## src/rtl/sp_pkg.sv

```systemverilog
// Package: shared encodings for the dual stack pointer unit.
// Assumes: a single clock domain; the debug select is one bit.
package sp_pkg;
    // Physical register slots; the debug port addresses them by these codes.
    typedef enum logic {
        SLOT_ACTIVE = 1'b0,
        SLOT_SHADOW = 1'b1
    } sp_slot_e;

    localparam int unsigned SP_SLOTS = 2;
endpackage

```

## src/rtl/sp_mode_tracker.sv

```systemverilog
// Module: sp_mode_tracker
// Registers the supervisor bit and flags a swap when the incoming bit differs
// from the registered one while dual-pointer operation is enabled.
// Assumes: RST_SUP gives the mode the register layout reflects after reset.
module sp_mode_tracker #(
    parameter logic RST_SUP = 1'b1
) (
    input  logic clk,
    input  logic rst_n,
    input  logic sup_mode_i,
    input  logic dual_en_i,
    output logic mode_q_o,
    output logic swap_o
);
    logic mode_q;

    // Follow the mode bit every cycle, enabled or not.
    always_ff @(posedge clk) begin
        if (!rst_n) mode_q <= RST_SUP;
        else        mode_q <= sup_mode_i;
    end

    // Request an exchange on a mode transition when enabled.
    always_comb swap_o = dual_en_i && (sup_mode_i != mode_q);

    assign mode_q_o = mode_q;

    AST_SWAP_FLIPS_MODE: assert property (@(posedge clk) disable iff (!rst_n)
        swap_o |=> (mode_q != $past(mode_q)));
endmodule

```

## src/rtl/sp_access_guard.sv

```systemverilog
// Module: sp_access_guard
// Decides whether a USP access is allowed: only in registered supervisor mode
// with the enable bit set. A refused attempt raises the violation flag.
// Assumes: the strobes last one cycle per access.
module sp_access_guard (
    input  logic mode_q_i,
    input  logic dual_en_i,
    input  logic usp_wr_en_i,
    input  logic usp_rd_en_i,
    output logic usp_wr_ok_o,
    output logic usp_rd_ok_o,
    output logic priv_viol_o
);
    logic allowed;

    // Privilege test against the registered mode.
    always_comb begin
        allowed     = mode_q_i && dual_en_i;
        usp_wr_ok_o = usp_wr_en_i && allowed;
        usp_rd_ok_o = usp_rd_en_i && allowed;
        priv_viol_o = (usp_wr_en_i || usp_rd_en_i) && !allowed;
    end
endmodule

```

## src/rtl/sp_pair_regs.sv

```systemverilog
// Module: sp_pair_regs
// Holds the two physical pointer registers. Writes apply first, and the
// optional exchange then crosses the written values.
// Assumes: at most one write source per slot per cycle (resolved upstream).
module sp_pair_regs
    import sp_pkg::*;
#(
    parameter int unsigned DATA_W = 32
) (
    input  logic              clk,
    input  logic              rst_n,
    input  logic              swap_i,
    input  logic [SP_SLOTS-1:0]             we_i,
    input  logic [SP_SLOTS-1:0][DATA_W-1:0] wd_i,
    output logic [SP_SLOTS-1:0][DATA_W-1:0] q_o
);
    logic [SP_SLOTS-1:0][DATA_W-1:0] pre_swap;
    logic [SP_SLOTS-1:0][DATA_W-1:0] slot_q;

    for (genvar s = 0; s < SP_SLOTS; s++) begin : g_slot
        // Merge this slot's write into its current value.
        always_comb pre_swap[s] = we_i[s] ? wd_i[s] : slot_q[s];

        // Load either own merged value or partner's on an exchange.
        always_ff @(posedge clk) begin
            if (!rst_n)      slot_q[s] <= '0;
            else if (swap_i) slot_q[s] <= pre_swap[SP_SLOTS-1-s];
            else             slot_q[s] <= pre_swap[s];
        end
    end

    assign q_o = slot_q;

    AST_SWAP_EXCHANGE: assert property (@(posedge clk) disable iff (!rst_n)
        (swap_i && we_i == '0) |=>
        (q_o[0] == $past(q_o[1]) && q_o[1] == $past(q_o[0])));
    AST_IDLE_HOLDS: assert property (@(posedge clk) disable iff (!rst_n)
        (!swap_i && we_i == '0) |=> $stable(q_o));
endmodule

```

## src/rtl/dual_sp_unit.sv

```systemverilog
// Module: dual_sp_unit
// Top of the dual stack pointer unit. Arbitrates the datapath, USP and debug
// writes onto the two physical registers and drives the read ports.
// Assumes: debug writes outrank the other sources on the register they hit.
module dual_sp_unit
    import sp_pkg::*;
#(
    parameter int unsigned DATA_W  = 32,
    parameter logic        RST_SUP = 1'b1
) (
    input  logic              clk,
    input  logic              rst_n,
    input  logic              sup_mode_i,
    input  logic              dual_en_i,
    input  logic              dp_wr_en_i,
    input  logic [DATA_W-1:0] dp_wr_data_i,
    output logic [DATA_W-1:0] dp_rd_data_o,
    input  logic              usp_wr_en_i,
    input  logic [DATA_W-1:0] usp_wr_data_i,
    input  logic              usp_rd_en_i,
    output logic [DATA_W-1:0] usp_rd_data_o,
    output logic              priv_viol_o,
    input  logic              dbg_sel_i,
    input  logic              dbg_wr_en_i,
    input  logic [DATA_W-1:0] dbg_wr_data_i,
    output logic [DATA_W-1:0] dbg_rd_data_o
);
    logic mode_q;
    logic swap;
    logic usp_wr_ok;
    logic usp_rd_ok;
    logic dbg_hit_act;
    logic dbg_hit_shd;
    logic [SP_SLOTS-1:0]             we;
    logic [SP_SLOTS-1:0][DATA_W-1:0] wd;
    logic [SP_SLOTS-1:0][DATA_W-1:0] q;

    sp_mode_tracker #(.RST_SUP(RST_SUP)) u_mode (
        .clk        (clk),
        .rst_n      (rst_n),
        .sup_mode_i (sup_mode_i),
        .dual_en_i  (dual_en_i),
        .mode_q_o   (mode_q),
        .swap_o     (swap)
    );

    sp_access_guard u_guard (
        .mode_q_i    (mode_q),
        .dual_en_i   (dual_en_i),
        .usp_wr_en_i (usp_wr_en_i),
        .usp_rd_en_i (usp_rd_en_i),
        .usp_wr_ok_o (usp_wr_ok),
        .usp_rd_ok_o (usp_rd_ok),
        .priv_viol_o (priv_viol_o)
    );

    // Per-slot write select with debug first.
    always_comb begin
        dbg_hit_act = dbg_wr_en_i && (sp_slot_e'(dbg_sel_i) == SLOT_ACTIVE);
        dbg_hit_shd = dbg_wr_en_i && (sp_slot_e'(dbg_sel_i) == SLOT_SHADOW);
        we[SLOT_ACTIVE] = dbg_hit_act || dp_wr_en_i;
        wd[SLOT_ACTIVE] = dbg_hit_act ? dbg_wr_data_i : dp_wr_data_i;
        we[SLOT_SHADOW] = dbg_hit_shd || usp_wr_ok;
        wd[SLOT_SHADOW] = dbg_hit_shd ? dbg_wr_data_i : usp_wr_data_i;
    end

    sp_pair_regs #(.DATA_W(DATA_W)) u_regs (
        .clk    (clk),
        .rst_n  (rst_n),
        .swap_i (swap),
        .we_i   (we),
        .wd_i   (wd),
        .q_o    (q)
    );

    // Read ports: datapath, gated USP, raw debug.
    always_comb begin
        dp_rd_data_o  = q[SLOT_ACTIVE];
        usp_rd_data_o = usp_rd_ok ? q[SLOT_SHADOW] : '0;
        dbg_rd_data_o = q[dbg_sel_i];
    end

    AST_DP_WRITE_LANDS: assert property (@(posedge clk) disable iff (!rst_n)
        (dp_wr_en_i && !dbg_wr_en_i && !swap) |=>
        (dp_rd_data_o == $past(dp_wr_data_i)));
    AST_VIOL_NO_CHANGE: assert property (@(posedge clk) disable iff (!rst_n)
        (priv_viol_o && !dbg_wr_en_i && !dp_wr_en_i && !swap) |=> $stable(q));
    AST_DISABLED_NO_MOVE: assert property (@(posedge clk) disable iff (!rst_n)
        (!dual_en_i && !dbg_wr_en_i && !dp_wr_en_i) |=> $stable(q));
    AST_DBG_WINS: assert property (@(posedge clk) disable iff (!rst_n)
        (dbg_wr_en_i && !swap) |=> (dbg_rd_data_o == $past(dbg_wr_data_i)
                                    || dbg_sel_i != $past(dbg_sel_i)));
endmodule

```

## config.mk

```make
export PLATFORM = sky130hd
export DESIGN_NAME = dual_sp_unit
export DESIGN_NICKNAME = d
export VERILOG_FILES = /design/src/rtl/sp_pkg.sv /design/src/rtl/sp_mode_tracker.sv /design/src/rtl/sp_access_guard.sv /design/src/rtl/sp_pair_regs.sv /design/src/rtl/dual_sp_unit.sv
export SDC_FILE = /design/constraint.sdc
export NUM_CORES = 1
export LEC_CHECK = 0
export BUFFER_PORTS_ARGS = -buffer_cell sky130_fd_sc_hd__buf_2
export CORE_MARGIN = 2
export CORE_UTILIZATION = 42
export DETAILED_ROUTE_END_ITERATION = 10
export PLACE_DENSITY = 0.81
export SETUP_SLACK_MARGIN = 0.1
export SYNTH_ARGS = -nofsm -noshare
export SYNTH_HDL_FRONTEND = slang
export SYNTH_HIERARCHICAL = 1
export SYNTH_SLANG_ARGS = --single-unit
```

## constraint.sdc

```tcl
create_clock -name clk -period 1.5 [get_ports clk]
set_clock_uncertainty 0.15 [all_clocks]
set_input_delay 0 -clock clk [delete_from_list [all_inputs] [get_ports clk]]
set_output_delay 0 -clock clk [all_outputs]
set_load 0.1 [all_outputs]
```

Word-level counts from Yosys, hierarchy flattened
Cells that the tools add are included.
{ "word_totals": {"wordCells": 26, "input_bits": 105, "register_bits": 65, "out_inout_bits": 97} }
{ "op_classes": {"bitwise": 1, "eq_ne": 1, "order_cmp": 1, "muxes": 9, "n_reduce_logical": 11} }
{ "ops": {"columns": ["operator", "n"], "rows": [
  ["32-bit 2-to-1 mux", 9],
  ["1-bit logical AND", 7],
  ["1-bit logical OR", 3],
  ["1-bit by 2-bit < comparator with 1-bit output (second input constant)", 1],
  ["1-bit logical NOT", 1],
  ["1-bit inequality test", 1],
  ["1-bit inverter", 1]
]} }

Depth between registers and ports, before layout
{ "logic_depth": {"ltp_word": 5, "depth_mapped": 9, "mapped_depth_nobuf": 4} }

Modules after synthesis
The synthesis kept the hierarchy.
{ "modules_own_cells": {"columns": ["mod", "n_inst", "cells_each", "seq_area_each_um2", "area_per_inst_um2"], "rows": [
  ["sp_pair_regs", 1, 215, 1281.2, 2551.2],
  ["dual_sp_unit", 1, 146, 0.0, 1520.2],
  ["sp_mode_tracker", 1, 4, 20.0, 41.3],
  ["sp_access_guard", 1, 3, 0.0, 21.3]
]} }

Worst setup path after synthesis
No wires, ideal clock.
{ "synth_timing": {"path_kind": "register to output", "from": "register u_mode.mode_q, in the netlist u_mode/mode_q_o", "to": "output port priv_viol_o", "path_buffers": 0, "t_required_ps": 1350, "arrival_ps": 1793, "path_stages_with_launch": 2, "setup_slack_ps": -443, "cell_sequence": "dfxtp_1 a2bb2oi_1"} }
{ "synth_via": {"elab_chain_len": 3} }
{ "synth_lines": {"columns": ["element", "line", "source"], "rows": [
  ["start, declared", "sp_mode_tracker.sv:15", "logic mode_q;"],
  ["start signal, assigned", "sp_mode_tracker.sv:20", "else mode_q <= sup_mode_i;"],
  ["1-bit logical AND", "sp_access_guard.sv:18", "allowed = mode_q_i && dual_en_i;"],
  ["1-bit logical NOT", "sp_access_guard.sv:21", "priv_viol_o = (usp_wr_en_i || usp_rd_en_i) && !allowed;"],
  ["1-bit logical AND", "sp_access_guard.sv:21", null],
  ["end, declared", "dual_sp_unit.sv:22", "output logic priv_viol_o,"]
]} }
Every way passes these cells.

Worst setup path in the final report
{ "layout_timing": {"from": "register u_mode.mode_q, in the netlist u_mode/mode_q_o", "to": "register u_regs.slot_q (netlist bit u_regs/q_o[6])"} }
{ "layout_via": {"elab_chain_len": 5, "elab_cells_between_ends": 7, "classes_between": "eq/ne (1); mux (2); reduce/logical (4)"} }
{ "layout_lines": {"columns": ["element", "line", "source"], "rows": [
  ["1-bit logical AND", "sp_access_guard.sv:18", null],
  ["1-bit logical AND", "sp_access_guard.sv:19", "usp_wr_ok_o = usp_wr_en_i && allowed;"],
  ["named net usp_wr_ok", "dual_sp_unit.sv:30", "logic usp_wr_ok;"],
  ["1-bit logical OR", "dual_sp_unit.sv:63", "we[SLOT_SHADOW] = dbg_hit_shd || usp_wr_ok;"],
  ["named net we[1]", "dual_sp_unit.sv:34", "logic [SP_SLOTS-1:0] we;"],
  ["32-bit 2-to-1 mux", "sp_pair_regs.sv:22", "always_comb pre_swap[s] = we_i[s] ? wd_i[s] : slot_q[s];"],
  ["32-bit 2-to-1 mux", "sp_pair_regs.sv:27", "else if (swap_i) slot_q[s] <= pre_swap[SP_SLOTS-1-s];"],
  ["end signal, assigned by index", "sp_pair_regs.sv:27", null],
  ["end signal, assigned by index", "sp_pair_regs.sv:28", "else slot_q[s] <= pre_swap[s];"],
  ["end, declared", "sp_pair_regs.sv:18", "logic [SP_SLOTS-1:0][DATA_W-1:0] slot_q;"]
]} }
The timed path passes the listed nets, and every way through them passes these cells.
A chain may end at the register's enable or synchronous reset.

==> run_results.csv <==
group,metric,value,unit
floorplan,coreArea,9680,um^2
synth,yosysSeqAreaShare,31.5,%
synth,synth-xor-area-share,0.212,%
cells_and_area,fin_nets,783,
sta,fin_crit_sh,117,%
hold_path,hold_class,"in -> reg",
sta,timing.final.ws_setup,-0.257,ns
sta,finalMaxSlewViolations,0,
global_routing,grt_overflow,0,
floorplan,die_area,10700,um^2
floorplan,boundaryPins,202,
synth,syn_area_per_cell,11.2,um^2
synth,ys.warnings.count,6,
cells_and_area,drive_above_1_share,70.7,%
detailed_routing,drc,0,
clock_network,clk_pin_slew,0.08,ns
detailed_routing,ant_nets,0,
global_routing,grt_max_degree,33,
placement,place_inst,682,
synth,synth_fa_ha_area_share,0,%
placement,dp_hpwl,9.25,mm
global_routing,grt_pass1_vias,5213,
pwr,p_per_area,895,nW/um^2
flow_run,maxCapViolCount,0,
clock_network,cts.sinks,65,
sta,fin_crit,1.76,ns
detailed_routing,wirelength,19.7,mm
pwr,leakagePower,3.85,nW
floorplan,die_w,103,um
global_routing,grt_antenna_before_repair,1,
status,violations,"negative setup slack",
cells_and_area,multi_input_area,3320,um^2
synth,synth_top_family_by_area,"multiplexers",
clock_network,cts_tree,"built",
synth,syn_nets,473,
sta,hold-worst-slack,0.0181,ns
cells_and_area,fillCellCount,376,
placement,io_buffers,201,
global_routing,track_usage,32.6,%
sta,setup_viol,96,
sta,hold_viol,0,
sta,relSlewSlack,66.7,%
floorplan,fp.dieH,103,um
worst_setup_path,end_kind,"flip-flop",
floorplan,rows,36,
clock_network,clk_root_buffer_cell,"clkbuf_8",
synth,synth_compound_area_share,9.90,%
synth,syn_area,4130,um^2
worst_setup_path,cp.arrival,1.80,ns
cells_and_area,seq_area,1350,um^2
synth,synth_cell_types,17,
cells_and_area,stdcell_count,817,
pwr,ir_drop,0.000678,V
floorplan,start_util,42.7,%
worst_setup_path,critPathMaxFanout,7,
global_routing,grt_pass1_wl,26.0,mm
worst_setup_path,startpoint_type,"flip-flop",
cells_and_area,area_delta_synth_final,110,%
detailed_routing,dr.pass1.iters,4,
detailed_routing,wl_per_cell,24.2,um
detailed_routing,first_iter_violations,156,
worst_setup_path,crit_type,"reg -> reg",
clock_network,cts_buffers,9,
clock_network,clk_latency,0.32,ns
sta,clock.fmax,569,MHz
sta,rsz0062_at_grt,"true",
synth,ys_seq_elements,65,
status,status,"finished, violations left",
clock_network,clk_path_buf_depth,2,
clock_network,ctsHtreeMaxLevel,3,
detailed_routing,vias,4637,
worst_setup_path,cp.required,1.54,ns
sta,tightest_slew,0.500,ns
synth,synth-simple-area-share,6.54,%
detailed_routing,vias_per_cell,5.68,
synth,synth_cells,368,
synth,synth_mux_area_share,44.3,%
cells_and_area,postLayoutCoreUtil,89.4,%
pwr,p_total,7.75,mW
placement,place.gp.congestion,0.778,
[timing repair]
item                                    4_1_cts  5_1_grt
hold endpoints to repair                     63        0
gates cloned                                 10        4
setup buffers                                14        0
endpoints found under the setup margin      101       97
resized for setup                            97       54
pin swaps                                    22       12
hold buffers                                 95        0
[flip-flops by register name, indices dropped and copies added, names as in the netlist]
register and count:
u_regs/q_o 64, u_mode/mode_q_o 1
[metal layers]
layer	wire length (um)	vias up	share of wire, %	global-route usage, %
li1	-	2007	-	-
met1	6740	2258	34	31.9
met2	10600	286	54	60.5
met3	1340	86	6.8	8.20
met4	1020	0	5.2	21.6
met5	0	-	0	0
[worst paths after layout]
kind	start	to	slack (ns)	cells after the start
hold reg to reg	u_regs/q_o[15]	u_regs/q_o[15]	0.41	2
hold / removal	dp_wr_data_i[28]	u_regs/q_o[60]	0.02	4
setup / recovery	u_mode/mode_q_o	u_regs/q_o[6]	-0.26	6
setup reg to reg	u_mode/mode_q_o	u_regs/q_o[6]	-0.26	6
[cells in the final DEF, fill, tap and decap left out, types with 32 or more instances in the layout]
cell	Yosys	routed
buf_2	10	136
mux2i_1	64	34
and2_4	0	33
mux2_2	67	35
o22ai_1	64	33
dfxtp_1	65	32
mux2_4	29	61
buf_12	4	83
dfxtp_2	0	32
dlygate4sd3_1	0	95
[worst max-delay path, cell delays in order, from the launching register on]
cell      delay, ns
dfxtp_4        0.37
and3_1         0.17
nand2b_4       0.22
buf_6          0.14
buf_16         0.14
mux2i_2        0.28
o22ai_1        0.15
[synthesized netlist by cell type]
| cell | number | area share, % |
|---|---|---|
| mux2_2 | 67 | 18 |
| dfxtp_1 | 65 | 31 |
| mux2i_1 | 64 | 15 |
| o22ai_1 | 64 | 9.7 |
| and2_1 | 33 | 5.0 |
| mux2_4 | 29 | 11 |
| buf_6 | 11 | 3.0 |
| buf_2 | 10 | 1.2 |
| clkbuf_1 | 8 | 0.73 |
| buf_12 | 4 | 1.9 |
| nand2b_1 | 4 | 0.61 |
| and3_1 | 2 | 0.30 |
| buf_8 | 2 | 0.73 |
| nand2_2 | 2 | 0.30 |
| a2bb2oi_1 | 1 | 0.21 |
| nand2b_4 | 1 | 0.33 |
| xor2_1 | 1 | 0.21 |
[kinds of logic (layout without fill, tap and decap cells)]
family,after synthesis,in the layout
multiplexers,160,160
flip-flops,65,65
AO/OA/AOI/OAI,65,65
XOR/XNOR,1,1
AND/OR/NAND/NOR,42,42
buffers and inverters,35,350
other,0,1
[per-stage QoR]
stage | setup WS [ns] | area (um^2) | TNS (ns)
after global routing | -0.328 | 8660 | -15.77
after detailed placement | -0.00853 | 6440 | -0.00902
after floorplan | 0.0777 | 4360 | 0
final | -0.257 | 8660 | -13.03
after CTS | -0.0881 | 8400 | -4.05
after global placement | 0.0609 | 6440 | 0
[cell type report]
cell class / count / area share, %
sequential: 65 / 15.5
clock inverter: 2 / 0.144
timing repair buffer: 334 / 42.2
clock buffer: 14 / 1.88
tap: 133 / 1.92
antenna: 1 / 0.0289
multi-input combinational: 268 / 38.3
[where the power goes]
| part | internal [mW] | switching (mW) |
|---|---|---|
| logic | 1.74 | 2.55 |
| registers | 1.92 | 0.195 |
| clock network | 0.691 | 0.656 |
No activity file was read; power rests on OpenSTA's default activity.
